$ cat config.mk
export PLATFORM = sky130hd
export DESIGN_NAME = nfc_evt_router
export DESIGN_NICKNAME = d
export VERILOG_FILES = /design/src/rtl/nfc_evt_pkg.sv /design/src/rtl/nfc_evt_ctrl.sv /design/src/rtl/nfc_evt_datapath.sv /design/src/rtl/nfc_evt_router.sv
export SDC_FILE = /design/constraint.sdc
export NUM_CORES = 1
export LEC_CHECK = 0
export BUFFER_PORTS_ARGS = -buffer_cell sky130_fd_sc_hd__buf_2
export CORE_MARGIN = 2
export CORE_UTILIZATION = 28
export DETAILED_ROUTE_END_ITERATION = 16
export PLACE_DENSITY = 0.63
export SYNTH_ARGS = -nofsm -noshare
export SYNTH_HDL_FRONTEND = slang
export SYNTH_SLANG_ARGS = --single-unit
$ cat constraint.sdc
create_clock -name clk -period 2.2 [get_ports clk]
set_input_delay 0.33 -clock clk [delete_from_list [all_inputs] [get_ports clk]]
set_output_delay 0.33 -clock clk [all_outputs]
set_load 0.02 [all_outputs]
$ cat src/rtl/nfc_evt_pkg.sv
package nfc_evt_pkg;

  localparam int NUM_EVT   = 6;
  localparam int NUM_FIFO  = 2;
  localparam int NUM_ERR   = 3;
  localparam int ID_W      = 3;
  localparam int CFG_W     = 3;
  localparam int ADDR_W    = 2;
  localparam int REG_W     = 16;
  localparam int FERR_W    = 2 * NUM_FIFO;

  localparam logic [ADDR_W-1:0] ADDR_ENABLE = 2'd0;
  localparam logic [ADDR_W-1:0] ADDR_CLEAR  = 2'd1;
  localparam logic [ADDR_W-1:0] ADDR_CONFIG = 2'd2;

  localparam int CFG_CMD_MODE = 0;
  localparam int CFG_DATA_DMA = 1;
  localparam int CFG_CODE_DMA = 2;

  localparam int EVT_TEND  = 3;
  localparam int EVT_FIFO0 = 4;
  localparam int EVT_FIFO1 = 5;

  typedef enum logic [ID_W-1:0] {
    PEND_NONE   = 3'd0,
    PEND_STATUS = 3'd1,
    PEND_RBTO   = 3'd2,
    PEND_ECC    = 3'd3,
    PEND_TEND   = 3'd4,
    PEND_FIFO0  = 3'd5,
    PEND_FIFO1  = 3'd6
  } pendId_e;

  typedef struct packed {
    logic               enWr;
    logic               cfgWr;
    logic [NUM_EVT-1:0] evtClr;
    logic [FERR_W-1:0]  errClr;
    logic [NUM_EVT-1:0] enVal;
    logic [CFG_W-1:0]   cfgVal;
  } ctlStrobe_t;

endpackage

$ cat src/rtl/nfc_evt_ctrl.sv
module nfc_evt_ctrl
  import nfc_evt_pkg::*;
(
  input  logic              wrEn,
  input  logic [ADDR_W-1:0] wrAddr,
  input  logic [REG_W-1:0]  wrData,
  output ctlStrobe_t        strobe
);

  logic hitEnable;
  logic hitClear;
  logic hitConfig;

  always_comb begin
    hitEnable = wrEn && (wrAddr == ADDR_ENABLE);
    hitClear  = wrEn && (wrAddr == ADDR_CLEAR);
    hitConfig = wrEn && (wrAddr == ADDR_CONFIG);
  end

  always_comb begin
    strobe        = '0;
    strobe.enWr   = hitEnable;
    strobe.cfgWr  = hitConfig;
    strobe.enVal  = wrData[NUM_EVT-1:0];
    strobe.cfgVal = wrData[CFG_W-1:0];
    if (hitClear) begin
      strobe.evtClr = wrData[NUM_EVT-1:0];
      strobe.errClr = wrData[NUM_EVT +: FERR_W];
    end
  end

endmodule

$ cat src/rtl/nfc_evt_datapath.sv
module nfc_evt_datapath
  import nfc_evt_pkg::*;
(
  input  logic               clk,
  input  logic               rstN,
  input  ctlStrobe_t         strobe,
  input  logic [NUM_EVT-1:0] evtPulse,
  input  logic [NUM_FIFO-1:0] ovrPulse,
  input  logic [NUM_FIFO-1:0] udrPulse,
  output logic [NUM_EVT-1:0] evtFlags,
  output logic [FERR_W-1:0]  fifoErrFlags,
  output logic [NUM_EVT-1:0] enableVec,
  output logic [CFG_W-1:0]   cfgVec,
  output logic               errIrq,
  output logic               endIrq,
  output logic               fifo0Irq,
  output logic               fifo1Irq,
  output logic [ID_W-1:0]    pendId,
  output logic               dmaDataReq,
  output logic               dmaCodeReq
);

  logic [FERR_W-1:0]  errSet;
  logic [NUM_EVT-1:0] active;
  pendId_e            pendNext;

  assign errSet = {udrPulse, ovrPulse};

  // sticky event flags, set dominates clear
  for (genvar i = 0; i < NUM_EVT; i++) begin : g_evt
    always_ff @(posedge clk) begin
      if (!rstN)                    evtFlags[i] <= 1'b0;
      else if (evtPulse[i])         evtFlags[i] <= 1'b1;
      else if (strobe.evtClr[i])    evtFlags[i] <= 1'b0;
    end
  end

  for (genvar j = 0; j < FERR_W; j++) begin : g_ferr
    always_ff @(posedge clk) begin
      if (!rstN)                    fifoErrFlags[j] <= 1'b0;
      else if (errSet[j])           fifoErrFlags[j] <= 1'b1;
      else if (strobe.errClr[j])    fifoErrFlags[j] <= 1'b0;
    end
  end

  always_ff @(posedge clk) begin
    if (!rstN) begin
      enableVec <= '0;
      cfgVec    <= '0;
    end else begin
      if (strobe.enWr)  enableVec <= strobe.enVal;
      if (strobe.cfgWr) cfgVec    <= strobe.cfgVal;
    end
  end

  assign active = evtFlags & enableVec;

  always_comb begin
    pendNext = PEND_NONE;
    for (int k = NUM_EVT - 1; k >= 0; k--) begin
      if (active[k]) pendNext = pendId_e'(ID_W'(k + 1));
    end
  end

  always_ff @(posedge clk) begin
    if (!rstN) begin
      errIrq     <= 1'b0;
      endIrq     <= 1'b0;
      fifo0Irq   <= 1'b0;
      fifo1Irq   <= 1'b0;
      pendId     <= '0;
      dmaDataReq <= 1'b0;
      dmaCodeReq <= 1'b0;
    end else begin
      errIrq     <= |active[NUM_ERR-1:0];
      endIrq     <= active[EVT_TEND];
      fifo0Irq   <= active[EVT_FIFO0];
      fifo1Irq   <= active[EVT_FIFO1];
      pendId     <= pendNext;
      dmaDataReq <= evtFlags[EVT_FIFO0] && cfgVec[CFG_DATA_DMA];
      dmaCodeReq <= evtFlags[EVT_FIFO1] && cfgVec[CFG_CODE_DMA]
                    && !cfgVec[CFG_CMD_MODE];
    end
  end

endmodule

$ cat src/rtl/nfc_evt_router.sv
module nfc_evt_router
  import nfc_evt_pkg::*;
(
  input  logic        clk,
  input  logic        rstN,
  input  logic [5:0]  evtPulse,
  input  logic [1:0]  ovrPulse,
  input  logic [1:0]  udrPulse,
  input  logic        wrEn,
  input  logic [1:0]  wrAddr,
  input  logic [15:0] wrData,
  output logic [5:0]  evtFlags,
  output logic [3:0]  fifoErrFlags,
  output logic        errIrq,
  output logic        endIrq,
  output logic        fifo0Irq,
  output logic        fifo1Irq,
  output logic [2:0]  pendId,
  output logic        dmaDataReq,
  output logic        dmaCodeReq
);

  ctlStrobe_t         strobe;
  logic [NUM_EVT-1:0] enableVec;
  logic [CFG_W-1:0]   cfgVec;

  nfc_evt_ctrl i_ctrl (
    .wrEn   (wrEn),
    .wrAddr (wrAddr),
    .wrData (wrData),
    .strobe (strobe)
  );

  nfc_evt_datapath i_dp (
    .clk          (clk),
    .rstN         (rstN),
    .strobe       (strobe),
    .evtPulse     (evtPulse),
    .ovrPulse     (ovrPulse),
    .udrPulse     (udrPulse),
    .evtFlags     (evtFlags),
    .fifoErrFlags (fifoErrFlags),
    .enableVec    (enableVec),
    .cfgVec       (cfgVec),
    .errIrq       (errIrq),
    .endIrq       (endIrq),
    .fifo0Irq     (fifo0Irq),
    .fifo1Irq     (fifo1Irq),
    .pendId       (pendId),
    .dmaDataReq   (dmaDataReq),
    .dmaCodeReq   (dmaCodeReq)
  );

endmodule

==> flow_summary.yaml <==
status:
  status: "complete, no violations"
synthesis:
  syn-mean-instance-area_sq_um: 9.90
  synth_cells: 104
  syn_area_sq_um: 1030
  ys.warnings.count: 0
  synth.mux.area_fraction_pct: 8.75
  top_count_cell_post_synth: "sky130_fd_sc_hd__dfxtp_1"
  most_area_consuming_cells_after_synthesis: "sky130_fd_sc_hd__dfxtp_1 54%, sky130_fd_sc_hd__mux2i_1 8.7%, sky130_fd_sc_hd__a31oi_1 6.1%"
  post_synth_num_cell_types: 19
  library_cell_occupying_the_most_area_in_the_post_synthesis_netlist: "sky130_fd_sc_hd__dfxtp_1"
  synth_sequential_area_ratio_pct: 54.4
  combinational_family_with_the_most_area_after_synthesis: "simple AND/OR/NAND/NOR gates"
  synth.cells.most_frequent: "28 x sky130_fd_sc_hd__dfxtp_1, 11 x sky130_fd_sc_hd__o21ai_0, 10 x sky130_fd_sc_hd__a31oi_1, 10 x sky130_fd_sc_hd__inv_1"
  yosys.area.top_type_share_pct: 54.4
  synth_edf_count: 0
  compound_gate_fraction_of_synth_area_pct: 15.4
  commonest_register_cell_after_synthesis: "sky130_fd_sc_hd__dfxtp_1"
  synth_xor_area_share_pct: 0
  yosys.area_share.simple_pct: 16.0
  synthAdderAreaFrac_pct: 0
  mappedNetlistNets: 135
  synth-seq-cells: 28
  postSynth.asyncResetShare_pct: 0
sta:
  slew_hr_pct: 69.5
  endpoints_failing_hold: 0
  whs_ps: 248
  worst_tran_pin_value_ps: 458
  max_freq_mhz: 802
  clock-skew-final_ps: 8.98
  finalSetupViolations: 0
  setup-tns-final_ps: 0
  number_of_max_slew_violations_in_the_final_report: 0
  period_needed_ps: 1250
  period_share_pct: 56.7
  grt_setup_unrepaired: "false"
grt:
  first_global_vias: 816
  maximum_number_of_pins_on_one_net_before_global_route_repair: 30
  grt_pass1_wl_um: 3680
  track_usage_pct: 11.4
  antenna_found_initial: 0
  global_route_overflow: 0
clock_tree:
  cts_max_level: 1
  post_cts.repair.setup_buffers: 0
  clockRootBuffer: "sky130_fd_sc_hd__clkbuf_8"
  cts_hold_buffers: 0
  tritoncts: "built"
  tritoncts_num_sinks: 28
  cts_made_buffers: 3
  clk-insertion-delay-late_ps: 270
  clock_tree.buffer_depth: 2
  clk_transition_reported_paths_ps: 100
  cts.repair.resized: 0
cells_and_area:
  post_route_cells_drive_above_1_share_pct: 33.3
  num-nets-final: 179
  insertedDiodeCount: 0
  area_growth_from_synthesis_to_final_layout_pct: 32.0
  finalNonFillerCells: 195
  design_area_sq_um: 1360
  final-seq-area_sq_um: 561
  fill_cells: 365
  multiInputGateArea_sq_um: 414
floorplan:
  die_height_um: 64.6
  core_sq_um: 3610
  floorplan.die.width_um: 64.6
  dieArea_sq_um: 4180
  floorplan.io_pins: 50
  placement_rows: 22
  initial_utilization_pct: 28.6
detailed_routing:
  first_iter_violations: 19
  postRouteWirelength_um: 2280
  remaining_design_rule_violation_count: 0
  dr_total_vias: 883
  post_drt_wl_per_cell_um: 11.7
  vias_per_cell: 4.53
  drt_pass1_iterations: 4
  count_of_antenna_violating_nets_left_after_detailed_routing: 0
setup_path:
  cp.buffers_inverters: 1
  worstPathRequired_ps: 1870
  crit_path_dat_ps: 920
  cpLargestDelayFamily: "flip-flops"
  worst_setup_path_end_kind: "primary output"
  critPathKind: "flip-flop to primary output"
  critPathMaxStageDelay_ps: 440
  crit_slowest_cell: "sky130_fd_sc_hd__dfxtp_1"
  worst_r2r_path_depth: 3
  logic_depth_of_the_worst_path_buffers_included: 1
  cp_cell_sequence: "buf_2"
  start_kind: "flip-flop"
  worstPathMaxFanout: 6
placed_design:
  gp_routability_congestion: 0.771
  placed_instances: 191
  i_o_buffers: 43
  dp_hpwl_um: 1680
  placedInstanceArea_sq_um: 1290
pwr:
  power.density_nw_per_um2: 777
  power.ir.vdd_worst_mv: 0.253
  power.static_leakage_uw: 0.000654
hold_path:
  min-delay-path-class: "input port to flip-flop"
  hold_depth: 2
flow_run:
  timing.max_cap.violations: 0
[per-stage QoR]
stage	power, uW	worst slack (ps)	util (%)
2_1_floorplan	617	1140	-
3_3_place_gp	666	877	35.7
3_5_place_dp	671	875	35.7
4_1_cts	1060	963	37.7
5_1_grt	1100	916	37.7
6_report	1060	953	37.7
[cell type report]
type,instances,share of cell area (%)
inverter,10,2.76
timing repair buffer,43,15.8
sequential,28,41.3
clock inverter,1,2.21
tap,48,4.42
multi-input combinational,62,30.5
clock buffer,3,3.04
[cell usage in the layout, fill, tap and decap left out]
master,instances
sky130_fd_sc_hd__buf_2,43
sky130_fd_sc_hd__dfxtp_1,28
sky130_fd_sc_hd__o21ai_0,11
sky130_fd_sc_hd__inv_1,10
sky130_fd_sc_hd__a31oi_1,10
sky130_fd_sc_hd__mux2i_1,9
sky130_fd_sc_hd__nor2b_1,9
sky130_fd_sc_hd__nand2_1,6
sky130_fd_sc_hd__and3_1,4
sky130_fd_sc_hd__nand3_1,3
sky130_fd_sc_hd__clkbuf_8,3
sky130_fd_sc_hd__a22oi_1,2
sky130_fd_sc_hd__a21oi_1,2
sky130_fd_sc_hd__nor3b_4,1
sky130_fd_sc_hd__nand3b_1,1
sky130_fd_sc_hd__and3b_2,1
sky130_fd_sc_hd__a32oi_1,1
sky130_fd_sc_hd__and4b_1,1
sky130_fd_sc_hd__a21boi_0,1
sky130_fd_sc_hd__bufinv_16,1
[where the power goes]
part | leakage (uW) | switching [uW] | internal, uW
clock network | 0.0000357 | 154 | 243
logic | 0.000389 | 64.5 | 48.8
registers | 0.000230 | 16.6 | 529
total | 0.000654 | 235 | 821
[worst paths after layout]
kind	slack [ps]	from	end
min reg2reg	510	i_dp.enableVec[5]$_SDFFE_PN0P_	i_dp.pendId[2]$_SDFF_PP0_
max	950	i_dp.evtFlags[5]$_SDFFE_PN0P_	evtFlags[5]
max reg2reg	1260	i_dp.evtFlags[2]$_SDFFE_PN0P_	i_dp.pendId[2]$_SDFF_PP0_
min	250	wrData[8]	i_dp.fifoErrFlags[2]$_SDFFE_PN0P_
[worst register-to-register path, delay by kind of cell (launching register included)]
family / cells / cell delay [ps]
AOI/OAI and AO/OA: 2 / 420
DFF: 1 / 350
and+or+nand+nor: 1 / 110
[per-layer routing]
metal  share of wire (%)  GRT usage [%]  vias up  routed length [um]
li1                    -              -      449                   -
met1                  48           14.6      403                1100
met2                  45           18.0       29                1030
met3                 5.3           2.43        2                 120
met4                0.97           5.59        0                  22
met5                   0              0        -                   0
[flip-flops by register name, summed over array words and instances, names as in the netlist, 3 cells and up]
signal and cells:
i_dp.cfgVec 3, i_dp.enableVec 6, i_dp.evtFlags 6, i_dp.fifoErrFlags 4, i_dp.pendId 3
[logic make-up after synthesis]
family	after synthesis
flip-flops	28
AO/OA/AOI/OAI	27
AND/OR/NAND/NOR	26
buffers and inverters	14
multiplexers	9
Note: power is estimated with default switching activity, not from simulation.
